File: src/rtl/dag_pkg.sv
package dag_pkg;
  typedef enum logic [1:0] {
    MODE_WRAP      = 2'd0,
    MODE_PAGE_STEP = 2'd1,
    MODE_LINEAR    = 2'd2,
    MODE_RSVD      = 2'd3
  } bnd_mode_e;

  typedef enum logic [1:0] {
    SEL_ADDR    = 2'd0,
    SEL_CNT     = 2'd1,
    SEL_PAGE    = 2'd2,
    SEL_PTR_CLR = 2'd3
  } reg_sel_e;
endpackage

File: src/rtl/dag_byte_ptr.sv
module dag_byte_ptr (
  input  logic clk,
  input  logic rst_n,
  input  logic toggle,
  input  logic clear,
  output logic hi_sel
);
  logic ptr_q;

  always_ff @(posedge clk) begin
    if (!rst_n)      ptr_q <= 1'b0;
    else if (clear)  ptr_q <= 1'b0;
    else if (toggle) ptr_q <= ~ptr_q;
  end

  assign hi_sel = ptr_q;


  ptr_clear_chk: assert property (@(posedge clk) disable iff (!rst_n)
    clear |=> !hi_sel);


  ptr_toggle_chk: assert property (@(posedge clk) disable iff (!rst_n)
    (toggle && !clear) |=> (hi_sel != $past(hi_sel)));
endmodule

File: src/rtl/dag_addr_path.sv
module dag_addr_path
  import dag_pkg::*;
#(
  parameter int unsigned DATA_W = 8,
  parameter int unsigned PAGE_W = 8,
  localparam int unsigned LO_W   = 2 * DATA_W,
  localparam int unsigned ADDR_W = LO_W + PAGE_W
) (
  input  logic              clk,
  input  logic              rst_n,
  input  bnd_mode_e         mode,
  input  logic              wr_addr,
  input  logic              wr_page,
  input  logic              hi_sel,
  input  logic [DATA_W-1:0] wdata,
  input  logic              step,
  output logic [ADDR_W-1:0] xfer_addr,
  output logic [LO_W-1:0]   cur_lo,
  output logic [PAGE_W-1:0] page_view
);
  logic [LO_W-1:0]   base_q;
  logic [ADDR_W-1:0] cur_q;
  logic [PAGE_W-1:0] page_q;
  logic [LO_W-1:0]   lo_next;
  logic              lo_carry;
  logic              is_linear;
  logic [PAGE_W-1:0] page_wr;

  assign is_linear = (mode == MODE_LINEAR);
  assign lo_next   = cur_q[LO_W-1:0] + LO_W'(1);
  assign lo_carry  = &cur_q[LO_W-1:0];
  assign page_wr   = PAGE_W'(wdata);

  always_ff @(posedge clk) begin
    if (!rst_n) begin
      base_q <= '0;
      cur_q  <= '0;
      page_q <= '0;
    end else begin
      if (wr_addr) begin
        base_q[hi_sel*DATA_W +: DATA_W] <= wdata;
        cur_q[hi_sel*DATA_W +: DATA_W]  <= wdata;
      end
      if (wr_page) begin
        page_q <= page_wr;
        if (is_linear) cur_q <= {page_wr, base_q};
      end
      if (step) begin
        unique case (mode)
          MODE_LINEAR: cur_q <= cur_q + ADDR_W'(1);
          MODE_PAGE_STEP: begin
            cur_q[LO_W-1:0] <= lo_next;
            if (lo_carry) page_q <= page_q + PAGE_W'(1);
          end
          default: cur_q[LO_W-1:0] <= lo_next;
        endcase
      end
    end
  end

  assign xfer_addr = is_linear ? cur_q : {page_q, cur_q[LO_W-1:0]};
  assign cur_lo    = cur_q[LO_W-1:0];
  assign page_view = is_linear ? cur_q[ADDR_W-1:LO_W] : page_q;


  wrap_in_window_chk: assert property (@(posedge clk) disable iff (!rst_n)
    (step && (mode == MODE_WRAP) && lo_carry) |=>
      (cur_q[LO_W-1:0] == '0) && (page_q == $past(page_q)));


  page_bump_chk: assert property (@(posedge clk) disable iff (!rst_n)
    (step && (mode == MODE_PAGE_STEP) && lo_carry) |=>
      (page_q == $past(page_q) + PAGE_W'(1)));


  linear_reload_chk: assert property (@(posedge clk) disable iff (!rst_n)
    (wr_page && is_linear && !step) |=>
      (xfer_addr == {$past(page_wr), $past(base_q)}));


  page_only_chk: assert property (@(posedge clk) disable iff (!rst_n)
    (wr_page && !is_linear && !step && !wr_addr) |=> $stable(cur_q));
endmodule

File: src/rtl/dag_count_path.sv
module dag_count_path #(
  parameter int unsigned DATA_W = 8,
  localparam int unsigned CNT_W = 2 * DATA_W
) (
  input  logic              clk,
  input  logic              rst_n,
  input  logic              wr_cnt,
  input  logic              hi_sel,
  input  logic [DATA_W-1:0] wdata,
  input  logic              step,
  output logic [CNT_W-1:0]  cur_cnt,
  output logic              tc
);
  logic [CNT_W-1:0] cnt_q;
  logic             tc_q;

  always_ff @(posedge clk) begin
    if (!rst_n) begin
      cnt_q <= '0;
      tc_q  <= 1'b0;
    end else if (wr_cnt) begin
      cnt_q[hi_sel*DATA_W +: DATA_W] <= wdata;
      tc_q <= 1'b0;
    end else if (step) begin
      cnt_q <= cnt_q - CNT_W'(1);
      if (cnt_q == '0) tc_q <= 1'b1;
    end
  end

  assign cur_cnt = cnt_q;
  assign tc      = tc_q;


  tc_on_underflow_chk: assert property (@(posedge clk) disable iff (!rst_n)
    (step && !wr_cnt && (cnt_q == '0)) |=> (tc && (&cur_cnt)));


  frozen_after_tc_chk: assert property (@(posedge clk) disable iff (!rst_n)
    (tc && !wr_cnt) |=> $stable(cur_cnt));


  tc_clear_chk: assert property (@(posedge clk) disable iff (!rst_n)
    wr_cnt |=> !tc);
endmodule

File: src/rtl/dma_addr_gen.sv
module dma_addr_gen
  import dag_pkg::*;
#(
  parameter int unsigned DATA_W = 8,
  parameter int unsigned PAGE_W = 8,
  localparam int unsigned LO_W   = 2 * DATA_W,
  localparam int unsigned ADDR_W = LO_W + PAGE_W
) (
  input  logic              clk,
  input  logic              rst_n,
  input  logic [1:0]        mode,
  input  logic              reg_wr,
  input  logic              reg_rd,
  input  logic [1:0]        reg_sel,
  input  logic [DATA_W-1:0] reg_wdata,
  output logic [DATA_W-1:0] reg_rdata,
  input  logic              step_valid,
  output logic              step_ready,
  output logic [ADDR_W-1:0] xfer_addr,
  output logic              tc
);
  bnd_mode_e         mode_e;
  reg_sel_e          sel_e;
  logic              hi_sel;
  logic              wide_access;
  logic              ptr_clear;
  logic              wr_addr;
  logic              wr_cnt;
  logic              wr_page;
  logic              step;
  logic [LO_W-1:0]   cur_lo;
  logic [LO_W-1:0]   cur_cnt;
  logic [PAGE_W-1:0] page_view;
  logic              tc_int;

  assign mode_e = bnd_mode_e'(mode);
  assign sel_e  = reg_sel_e'(reg_sel);

  assign wide_access = (reg_wr || reg_rd) && (sel_e == SEL_ADDR || sel_e == SEL_CNT);
  assign ptr_clear   = reg_wr && (sel_e == SEL_PTR_CLR);
  assign wr_addr     = reg_wr && (sel_e == SEL_ADDR);
  assign wr_cnt      = reg_wr && (sel_e == SEL_CNT);
  assign wr_page     = reg_wr && (sel_e == SEL_PAGE);

  assign step_ready = !tc_int && !reg_wr;
  assign step       = step_valid && step_ready;

  dag_byte_ptr u_ptr (
    .clk    (clk),
    .rst_n  (rst_n),
    .toggle (wide_access),
    .clear  (ptr_clear),
    .hi_sel (hi_sel)
  );

  dag_addr_path #(.DATA_W(DATA_W), .PAGE_W(PAGE_W)) u_addr (
    .clk       (clk),
    .rst_n     (rst_n),
    .mode      (mode_e),
    .wr_addr   (wr_addr),
    .wr_page   (wr_page),
    .hi_sel    (hi_sel),
    .wdata     (reg_wdata),
    .step      (step),
    .xfer_addr (xfer_addr),
    .cur_lo    (cur_lo),
    .page_view (page_view)
  );

  dag_count_path #(.DATA_W(DATA_W)) u_cnt (
    .clk     (clk),
    .rst_n   (rst_n),
    .wr_cnt  (wr_cnt),
    .hi_sel  (hi_sel),
    .wdata   (reg_wdata),
    .step    (step),
    .cur_cnt (cur_cnt),
    .tc      (tc_int)
  );

  always_comb begin
    unique case (sel_e)
      SEL_ADDR: reg_rdata = cur_lo[hi_sel*DATA_W +: DATA_W];
      SEL_CNT:  reg_rdata = cur_cnt[hi_sel*DATA_W +: DATA_W];
      SEL_PAGE: reg_rdata = DATA_W'(page_view);
      default:  reg_rdata = '0;
    endcase
  end

  assign tc = tc_int;


  step_advance_chk: assert property (@(posedge clk) disable iff (!rst_n)
    (step && mode_e == MODE_LINEAR) |=> (xfer_addr == $past(xfer_addr) + ADDR_W'(1)));


  write_stall_chk: assert property (@(posedge clk) disable iff (!rst_n)
    reg_wr |-> !step);
endmodule

File: config.mk
export PLATFORM = sky130hd
export DESIGN_NAME = dma_addr_gen
export DESIGN_NICKNAME = d
export VERILOG_FILES = /design/src/rtl/dag_pkg.sv /design/src/rtl/dag_byte_ptr.sv /design/src/rtl/dag_addr_path.sv /design/src/rtl/dag_count_path.sv /design/src/rtl/dma_addr_gen.sv
export SDC_FILE = /design/constraint.sdc
export NUM_CORES = 1
export LEC_CHECK = 0
export BUFFER_PORTS_ARGS = -buffer_cell sky130_fd_sc_hd__buf_4
export CAP_MARGIN = 30
export CORE_MARGIN = 3
export CORE_UTILIZATION = 58
export CTS_CLUSTER_SIZE = 8
export DETAILED_ROUTE_END_ITERATION = 8
export GPL_TIMING_DRIVEN = 0
export MAX_ROUTING_LAYER = met4
export PLACE_DENSITY_LB_ADDON = 0.25
export SLEW_MARGIN = 20
export SYNTH_ARGS = -nofsm -noshare
export SYNTH_HDL_FRONTEND = slang
export SYNTH_SLANG_ARGS = --single-unit
File: constraint.sdc
create_clock -name clk -period 2.6 [get_ports clk]
set_input_delay 0.39 -clock clk [delete_from_list [all_inputs] [get_ports clk]]
set_output_delay 0.39 -clock clk [all_outputs]
set_load 0.02 [all_outputs]
=== Word-level counts from Yosys, hierarchy flattened ===
Index checks and enable logic that the tools add are counted.

* Output and inout port bits: 34
* Flip-flop bits (word level): 66

* Equal/unequal tests: 5
* Reductions and logical operators: 18
* Multiplexer cells: 18
* Bitwise logic cells: 2
* Add/sub/neg operators: 5
* Shift-type cells: 6

{| class="wikitable"
|+ Operators by type and width
! kind !! number
|-
| 24-bit two-way mux || 5
|-
| 16-bit two-way mux || 3
|-
| 8-bit two-way mux || 6
|-
| 4-bit negation with 34-bit output || 1
|-
| 8-bit by 34-bit variable shift with 16-bit output (first input constant) || 1
|-
| 8-bit by 34-bit variable shift with 24-bit output (first input constant) || 1
|-
| 8-bit by 34-bit variable part select with 16-bit output || 1
|-
| 8-bit by 34-bit variable part select with 24-bit output || 1
|-
| 16-bit bitwise mux || 2
|-
| 16-bit by 5-bit variable part select with 8-bit output || 2
|-
| 24-bit by 1-bit adder with 24-bit output (second input constant) || 1
|-
| 24-bit bitwise mux || 1
|-
| 8-bit one-hot mux with 3 select lines || 1
|-
| 16-bit by 1-bit adder with 16-bit output (second input constant) || 1
|-
| 16-bit logical NOT || 1
|-
| 16-bit AND reduction || 1
|-
| 16-bit by 1-bit subtractor with 16-bit output (second input constant) || 1
|-
| 8-bit by 1-bit adder with 8-bit output (second input constant) || 1
|-
| 1-bit logical AND || 7
|-
| 2-bit == test (second input constant) || 3
|-
| 2-bit by 1-bit == test with 1-bit output (second input constant) || 2
|-
| 2-bit OR reduction || 2
|-
| 1-bit logical NOT || 2
|-
| 2-bit logical NOT || 1
|-
| 4 further kinds || 6
|}

=== Longest topological paths before layout ===
Gate-level depths: netlist (run 1).

* Depth after elaboration: 8
* Depth in mapped cells: 7

=== Modules after synthesis ===
A second synthesis (run 1) with hierarchy kept.

* Cell total of the unflattened synthesis: 572
* Area, all modules: 4568.1 µm²

{| class="wikitable"
|+ By module, submodules not included
! module !! times used !! cells an instance !! sequential area each (µm²) !! area each (µm²)
|-
| dag_addr_path || 1 || 400 || 960.9 || 3123.0
|-
| dag_count_path || 1 || 121 || 340.3 || 1017.2
|-
| dma_addr_gen || 1 || 48 || 0.0 || 386.6
|-
| dag_byte_ptr || 1 || 3 || 20.0 || 41.3
|}

=== Worst setup path after synthesis (run 1) ===
OpenSTA, ideal clock, no wires.

* Path type: register to register
* From: register u_addr.cur_q[0]
* To: register u_addr.cur_q[18]
* Clock period less this slack: 2.304 ns
* Cell stages (with the launch flop): 8
* Slack: 0.296 ns
* Arrival: 2.229 ns
* Cells stage by stage: dfxtp_1 > ha_1 > clkbuf_1 > inv_1 > or4_1 > buf_2 > or4_1 > a31oi_1

* Word-level cells in the longest chain between the ends: 3

{| class="wikitable"
|+ Ends and longest elaborated chain
! item !! line !! text
|-
| from (decl) || dag_addr_path.sv:22 || <nowiki>logic [ADDR_W-1:0] cur_q;</nowiki>
|-
| from (signal, indexed assignment) || dag_addr_path.sv:42 || <nowiki>cur_q[hi_sel*DATA_W +: DATA_W] <= wdata;</nowiki>
|-
| from (signal assigned) || dag_addr_path.sv:46 || <nowiki>if (is_linear) cur_q <= {page_wr, base_q};</nowiki>
|-
| from (signal assigned) || dag_addr_path.sv:50 || <nowiki>MODE_LINEAR: cur_q <= cur_q + ADDR_W'(1);</nowiki>
|-
| 24-bit by 1-bit adder with 24-bit output || dag_addr_path.sv:50 ||
|-
| 8-bit two-way mux || dag_addr_path.sv:49 || <nowiki>unique case (mode)</nowiki>
|-
| 24-bit two-way mux || dag_addr_path.sv:48 || <nowiki>if (step) begin</nowiki>
|}

Every way passes these cells.
A chain may end at the register's enable or synchronous reset.

=== Worst setup path in the final report (run 1) ===
* From: input reg_wr
* To: register u_addr.cur_q[7]

* Word-level cells in the longest chain between the ends: 5

{| class="wikitable"
|+ Ends and longest elaborated chain
! item !! line !! text
|-
| from (decl) || dma_addr_gen.sv:12 || <nowiki>input logic reg_wr,</nowiki>
|-
| 1-bit logical AND || dma_addr_gen.sv:41 || <nowiki>assign wr_addr = reg_wr && (sel_e == SEL_ADDR);</nowiki>
|-
| 24-bit two-way mux || dag_addr_path.sv:40 || <nowiki>if (wr_addr) begin</nowiki>
|-
| 24-bit two-way mux || dag_addr_path.sv:46 ||
|-
| 24-bit two-way mux || dag_addr_path.sv:44 || <nowiki>if (wr_page) begin</nowiki>
|-
| 24-bit two-way mux * || dag_addr_path.sv:48 ||
|}

Every way passes the cells marked *; elsewhere a longest branch is shown, timed or not.

==> impl_metrics.toml, run 1 <==
[layout]
final_area_um2 = 5260
diodes = 0
final_cell_mix = "nand2_1, dfxtp_1, buf_4"
final-instance-count-excl-fill = 726
final_nets = 642
synthToLayoutAreaGrowth_pct = 16.8
final_common_cell = "nand2_1"
layout-drive-gt1-share_pct = 18.0

[critical_path]
path_common_cell = "clkbuf_1"
crit_fanout = 10
worst_ep_arrival_time_ns = 2.86
crit_chain = "buf_4 > clkbuf_1 > nand3b_1 > nor2_1 > clkbuf_1 > o211ai_1 > o211a_1"
critical_path_class = "primary input to flop"
cp.buffers_inverters = 3
cp-start-kind = "primary input"
cp_slowest_stage_delay_ns = 0.68
cp-end-kind = "flop"
cp_top_family = "buffers and inverters"
r2r_slack_ns = 0.12
required_ns = 2.86
slowest_stage = "nor2_1"

[yosys]
ys_ff_latch = 66
syn_area_um2 = 4510
syn_inst = 565
ys_warn_count = 0
synthesis.nets = 585
synthArstFlopShare_pct = 0
synth.avg_cell_area_um2 = 7.97
synth-seq-area-share_pct = 29.3
synth.distinct_cells = 72
synth_flop_cell = "dfxtp_1"
synth_edf_count = 0

[grt]
gr-total-overflow = 0
antenna_found_initial = 0
grt_max_degree = 13
grt_pass1_vias = 4702
grtUsageTotal_pct = 39.7
grt_first_pass_wirelength_mm = 25.7

[pwr]
comb_power_share_pct = 21.9
internal_power_mw = 2.08
leakagePower_nw = 1.92
switchingPower_mw = 0.931
irDropWorstVdd_mv = 0.460
pwr-share-seq_pct = 38.8
total_power_mw = 3.01
clkPwrFrac_pct = 39.3
swShare_pct = 30.9
powerDensity_nw_per_um2 = 571

[clock_network]
clock-sinks = 66
cts_buffer_depth = 2
clock_latency_ns = 0.36
cts_setup_buffers = 0
clk_pin_slew_ns = 0.08
tritoncts = "done"
h-tree-depth = 3
holdBufCountCts = 0
clock-root-buffer = "clkbuf_8"
numCtsBuffers = 9

[timing]
slew_headroom_pct = 32.2
rsz0062_at_grt = "no"
fin_crit_sh_pct = 100
finalHoldViolations = 0
clock.fmax_mhz = 384
setup_viol = 1
maxSlewViolCount = 0
tightest_slew_ns = 1.01
period_needed_ns = 2.60
finalClockSkew_ns = 0.00992
setup_ws_ns = -0.00331

[hold_path]
hp-class = "primary input to flop"

[placed_design]
placed_cells = 711
placed_area_um2 = 4980
portBuffers = 47
place_hpwl_mm = 11.8
gp_congestion = 1.07

[status]
violations = "setup timing"
outcome = "complete, but fails checks"

[floorplanning]
ios = 51
core_um2 = 7410
die_area_um2 = 8860
die_h_um = 94.1
die_x_um = 94.1
start_util_pct = 60.8
std_cell_rows = 31

[detailed_routing]
drt-pass1-iter-count = 5
post_drt_wl_per_cell_um = 23.5
antenna_left = 0
via_per_inst = 7.03
drtIter0Drc = 642
drc = 0
routed_wl_mm = 17.1
vias = 5107

[flow_run]
drv_cap = 0
## cells in the mapped netlist, types with 5 or more instances
library cell	number	area [um2]
a211oi_1	5	37.5
a21oi_1	33	165
a31oi_1	16	100
and3_1	7	43.8
buf_4	17	128
clkbuf_1	41	154
dfxtp_1	66	1320
inv_1	16	60.1
mux2_2	8	90.1
mux2i_1	9	90.1
mux4_2	7	158
nand2_1	75	282
nand2b_1	13	81.3
nand3_1	26	130
nand4_1	6	37.5
nor2_1	19	71.3
nor3_1	16	80.1
nor4_1	11	68.8
o211a_1	6	60.1
o211ai_1	10	75.1
o21ai_0	18	90.1
o311ai_1	7	61.3
o31ai_1	8	60.1
or3_1	10	62.6
or4_1	13	97.6
xnor2_1	8	70.1
## power by group through the flow
stage,sequential [mW],clock (mW),combinational [mW]
floorplan,1.15,0,0.430
global placement,1.18,0,0.618
detailed placement,1.18,0,0.631
CTS,1.16,1.17,0.636
global route,1.17,1.22,0.697
finish,1.17,1.18,0.658
## sequential cells by signal, summed over array words and instances, names as in the netlist
name / flops
u_addr.base_q: 16
u_addr.cur_q: 24
u_addr.page_q: 8
u_cnt.cur_cnt: 16
u_cnt.tc: 1
u_ptr.hi_sel: 1
## final cells by class
class	count	area [um2]
Clock inverter	6	138
Multi-Input combinational cell	418	2830
Clock buffer	10	128
Inverter	16	60.1
Timing Repair Buffer	47	353
Buffer	64	312
Tap cell	99	124
Sequential cell	66	1320
Fill cell	611	2150
## worst reg2reg max path: cells and delay by family (launching register included)
| family | cells | cell delay (ns) |
|---|---|---|
| buffers and inverters | 2 | 0.52 |
| AO/OA/AOI/OAI | 2 | 0.53 |
| AND/OR/NAND/NOR | 2 | 0.98 |
| flip-flops | 1 | 0.37 |
## metrics by stage
stage	worst slack [ns]	setup TNS, ns	hold slack, ns	util (%)
after CTS	0.0527	0	0.349	70.8
after global routing	0.000852	0	0.348	71.0
after detailed placement	-0.173	-1.77	0.447	67.3
after global placement	-0.167	-1.62	0.442	67.3
final	-0.00331	-0.00331	0.356	71.0
after floorplan	0.296	0	0.433	-
## metal layers
| layer | part of all wire (%) | global-route usage (%) | routed length, um | vias to the layer above |
|---|---|---|---|---|
| met5 | 0 | - | 0 | - |
| met3 | 13 | 10.7 | 2230 | 114 |
| met1 | 36 | 48.6 | 6210 | 2341 |
| met2 | 44 | 59.1 | 7550 | 412 |
| met4 | 6.3 | 22.3 | 1070 | 0 |
| li1 | - | - | - | 2240 |
## path summary, 6_finish.rpt
path               startpoint               end  cells after the start
min              reg_wdata[1]  u_addr.base_q[9]                      3
max                    reg_wr   u_addr.cur_q[7]                      7
max reg2reg          u_cnt.tc  u_addr.page_q[2]                      6
min reg2reg  u_addr.base_q[1]  u_addr.base_q[1]                      2
## timing repair
item,CTS,global route
setup endpoints to repair,12,6
resized for setup,2,5
gates cloned,0,0
hold endpoints to repair,0,0
pin swaps,0,0
## cells by family after synthesis
group	after synthesis	share of synthesized area, %
AO/OA/AOI/OAI	150	23.5
multiplexers	25	8.08
XOR/XNOR	11	2.14
AND/OR/NAND/NOR	229	27.9
buffers and inverters	81	8.25
flip-flops	66	29.3
adder cells (fa/ha/maj)	3	0.833
(Power assumes the default switching activity.)
==> inputs of run 2 (changes only) <==
Settings changed: CORE_UTILIZATION 58 to 25.
==> impl_metrics.toml, run 2 (synthesized netlist as in run 1, its figures left out) <==
[status]
outcome = "finished clean"

[hold_path]
min_from = "reg_wdata[1]"
hp-class = "primary input to flop"
holdPathEnd = "u_addr.base_q[9]"
whs_path_depth = 3

[pwr]
irDropWorstVdd_mv = 0.279
powerDensity_nw_per_um2 = 541
leakagePower_nw = 1.91

[critical_path]
required_ns = 2.84
cp-end-kind = "flop"
r2r_start = "u_cnt.tc"
crit_fanout = 10
worst_ep_arrival_time_ns = 2.74
regToRegEndpoint = "u_addr.cur_q[11]"
critical_path_class = "flop to flop"
cp-start-kind = "flop"
r2r_slack_ns = 0.11
reg2regPathDepth = 5

[placed_design]
portBuffers = 47
placed_cells = 837
gp_congestion = 0.957
place_hpwl_mm = 13.7

[timing]
setup_viol = 0
tightest_slew_ns = 0.903
maxSlewViolCount = 0
finalClockSkew_ns = 0.00480
fin_crit_sh_pct = 95.9
period_needed_ns = 2.49
setup-tns-final_ns = 0
slew_headroom_pct = 39.7
rsz0062_at_grt = "no"
clock.fmax_mhz = 401
timing.hold.ws_ns = 0.384
finalHoldViolations = 0

[clock_network]
clock_latency_ns = 0.35
clock-sinks = 66
h-tree-depth = 3
numCtsBuffers = 9
cts_buffer_depth = 2
cts_setup_buffers = 0
clock-root-buffer = "clkbuf_16"
tritoncts = "done"
clk_pin_slew_ns = 0.05

[layout]
final_common_cell = "nand2_1"
final_nets = 642
largest_reg_flops = 24
synthToLayoutAreaGrowth_pct = 20.1
regMostFlops = "u_addr.cur_q"
diodes = 0
final-instance-count-excl-fill = 848
final_cell_mix = "nand2_1, dfxtp_1, buf_4"
layout-drive-gt1-share_pct = 17.8

[detailed_routing]
antenna_left = 0
drc = 0
vias = 4895
post_drt_wl_per_cell_um = 22.2
via_per_inst = 5.77
drt-pass1-iter-count = 6
routed_wl_mm = 18.8
drtIter0Drc = 566

[flow_run]
drv_cap = 0

[floorplanning]
die_x_um = 140
start_util_pct = 25.8
die_h_um = 140
die_area_um2 = 19700
std_cell_rows = 48
core_um2 = 17500
ios = 51

[grt]
grt_pass1_vias = 4867
gr-total-overflow = 0
grt_max_degree = 11
grt_first_pass_wirelength_mm = 29.0
antenna_found_initial = 0
grtUsageTotal_pct = 19.6
-- run 2: power breakdown --
group          leakage [nW]  switching (mW)  internal [mW]
clock                 0.123           0.447          0.647
sequential            0.538          0.0996           1.07
combinational          1.25           0.395          0.266
total                  1.91           0.942           1.99
-- run 2: layout make-up --
type / instances / area, um2
Timing Repair Buffer: 47 / 353
Sequential cell: 66 / 1320
Inverter: 16 / 60.1
Buffer: 64 / 313
Fill cell: 1851 / 12100
Clock buffer: 11 / 243
Clock inverter: 1 / 5.00
Multi-Input combinational cell: 418 / 2830
Tap cell: 225 / 282
-- run 2: repair_timing --
action,CTS,global route
gates cloned,0,0
setup endpoints to repair,13,11
hold buffers,0,0
pin swaps,0,0
gates resized for setup,3,8
-- run 2: through the flow --
step | util (%) | worst slack, ns | power, mW | cell area (um2)
final | 31.0 | 0.107 | 2.93 | 5410
after global routing | 31.0 | 0.0152 | 3.03 | 5410
after CTS | 30.8 | 0.00720 | 2.93 | 5390
after detailed placement | 29.4 | -0.221 | 1.84 | 5140
after global placement | 29.4 | -0.238 | 1.83 | 5140
after floorplan | - | 0.296 | 1.58 | 4510
-- run 2: critical path, cell delays in order (launching register included) --
cell,delay [ns]
dfxtp_1,0.42
or3b_1,0.15
clkbuf_1,0.45
clkbuf_1,0.62
nand2_1,0.36
o32ai_1,0.38
-- run 2: how the worst max path moves through the flow --
stage	from	to	slack [ns]	depth (start not counted)
finish	u_cnt.tc	u_addr.cur_q[11]	0.11	5
global placement	reg_wr	u_cnt.cur_cnt[2]	-0.24	7
detailed placement	reg_wr	u_addr.cur_q[6]	-0.22	7
floorplan	u_addr.cur_q[0]	u_addr.cur_q[18]	0.30	7
global route	reg_wr	u_addr.cur_q[17]	0.02	8
CTS	u_cnt.tc	u_addr.cur_q[12]	0.007	6
-- run 2: layer usage --
| layer | wire length (um) | vias up | global-route usage (%) |
|---|---|---|---|
| li1 | - | 2236 | - |
| met1 | 7770 | 2376 | 23.6 |
| met2 | 8970 | 228 | 31.5 |
| met3 | 1390 | 55 | 4.47 |
| met4 | 729 | 0 | 8.67 |
| met5 | 0 | - | - |
==> inputs of run 3 (changes only) <==
==> constraint.sdc (replaced) <==
create_clock -name clk -period 2.6 [get_ports clk]
set_input_delay 0.13 -clock clk [delete_from_list [all_inputs] [get_ports clk]]
set_output_delay 0.13 -clock clk [all_outputs]
set_load 0.02 [all_outputs]
==> impl_metrics.toml, run 3 (synthesized netlist as in run 1, its figures left out) <==
[critical_path]
critical_path_class = "flop to flop"
crit_fanout = 10
cp-end-kind = "flop"
required_ns = 2.86
worst_ep_arrival_time_ns = 2.74
cp-start-kind = "flop"

[floorplanning]
start_util_pct = 25.8
ios = 51
core_um2 = 17500
die_h_um = 140
die_area_um2 = 19700
std_cell_rows = 48
die_x_um = 140

[grt]
antenna_found_initial = 0
grt_pass1_vias = 4867
grt_max_degree = 11
gr-total-overflow = 0
grtUsageTotal_pct = 19.6
grt_first_pass_wirelength_mm = 29.0

[hold_path]
hp-class = "primary input to flop"

[clock_network]
clock-root-buffer = "clkbuf_16"
clock_latency_ns = 0.35
cts_buffer_depth = 2
clk_pin_slew_ns = 0.05
numCtsBuffers = 9
tritoncts = "done"
clock-sinks = 66
h-tree-depth = 3
cts_setup_buffers = 0
cts_resized = 1
holdBufCountCts = 0

[timing]
slew_headroom_pct = 31.1
clock.fmax_mhz = 403
tightest_slew_ns = 1.03
fin_crit_sh_pct = 95.4
period_needed_ns = 2.48
setup_viol = 0
rsz0062_at_grt = "no"
timing.hold.ws_ns = 0.128
finalHoldViolations = 0
finalClockSkew_ns = 0.00510
maxSlewViolCount = 0

[placed_design]
gp_congestion = 0.957
place_hpwl_mm = 13.7
portBuffers = 47

[pwr]
comb_power_share_pct = 22.6
clkPwrFrac_pct = 37.4
powerDensity_nw_per_um2 = 543
internal_power_mw = 1.99
irDropWorstVdd_mv = 0.279
swShare_pct = 32.2
total_power_mw = 2.93
pwr-share-seq_pct = 40.0
leakagePower_nw = 1.90
switchingPower_mw = 0.943

[detailed_routing]
drc = 0
vias = 4937
drt-pass1-iter-count = 7
routed_wl_mm = 18.9
drtIter0Drc = 513
antenna_left = 0
post_drt_wl_per_cell_um = 22.3
via_per_inst = 5.82

[layout]
layout-drive-gt1-share_pct = 17.2
final_nets = 642
diodes = 0
final.fill_count = 1854
regMostFlops = "u_addr.cur_q"
final_common_cell = "nand2_1"
final_cell_mix = "nand2_1, dfxtp_1, buf_4"
largest_reg_flops = 24
synthToLayoutAreaGrowth_pct = 19.8

[flow_run]
drv_cap = 0

[status]
outcome = "finished clean"
[run 3: changes by cell type in the layout (fill, tap and decap cells not counted)]
cell | previous run | this run
buf_1 | 2 | 4
buf_2 | 5 | 3
clkbuf_1 | 39 | 40
clkbuf_2 | 2 | 1
nor2_1 | 18 | 19
nor2_2 | 1 | 0
nor3b_2 | 0 | 1
nor3b_4 | 1 | 0
[run 3: worst paths after layout]
| path | startpoint | to | slack, ns | cells past startpoint |
|---|---|---|---|---|
| min reg2reg | u_addr.base_q[15] | u_addr.base_q[15] | 0.46 | 2 |
| min | reg_wdata[1] | u_addr.base_q[9] | 0.13 | 3 |
| max | u_addr.cur_q[1] | u_addr.cur_q[18] | 0.12 | 6 |
| max reg2reg | u_addr.cur_q[1] | u_addr.cur_q[18] | 0.12 | 6 |
[run 3: final cells by class]
cell class	count	area [um2]	share of cell area [%]
plain buffers	64	309	5.72
clock buffers	11	243	4.50
multi-input cells	418	2830	52.3
clock inverters	1	5.00	0.0927
well taps	225	282	5.21
flip-flops and latches	66	1320	24.5
repair buffers	47	353	6.54
inverters	16	60.1	1.11
[run 3: power by group through the flow]
stage	sequential, mW	combinational (mW)	clock (mW)
final	1.17	0.662	1.10
after global routing	1.18	0.712	1.14
after CTS	1.17	0.651	1.11
after detailed placement	1.19	0.649	0
after global placement	1.19	0.646	0
after floorplan	1.15	0.430	0
[run 3: through the flow]
step	utilization [%]	instance area, um2	std cells	setup slack [ns]	setup TNS, ns
floorplan	-	4510	565	0.296	0
global placement	29.4	5140	837	-0.159	-0.355
detailed placement	29.4	5140	837	-0.165	-0.326
CTS	30.8	5390	848	0.00720	0
global route	30.9	5400	848	0.0258	0
finish	30.9	5400	848	0.119	0
[run 3: per-layer routing]
layer / vias up / global-route usage (%) / wire (um) / part of all wire, %
li1: 2243 / - / - / -
met1: 2412 / 23.6 / 7900 / 42
met2: 238 / 31.5 / 9060 / 48
met3: 44 / 4.47 / 1260 / 6.7
met4: 0 / 8.67 / 669 / 3.5
met5: - / - / 0 / 0
[run 3: worst max-delay path: stages, from the launching register on]
cell and delay, ns:
dfxtp_1 0.51, ha_4 0.25, inv_1 0.08, or4_1 0.63, buf_2 0.24, or4_1 0.48, a31oi_1 0.19
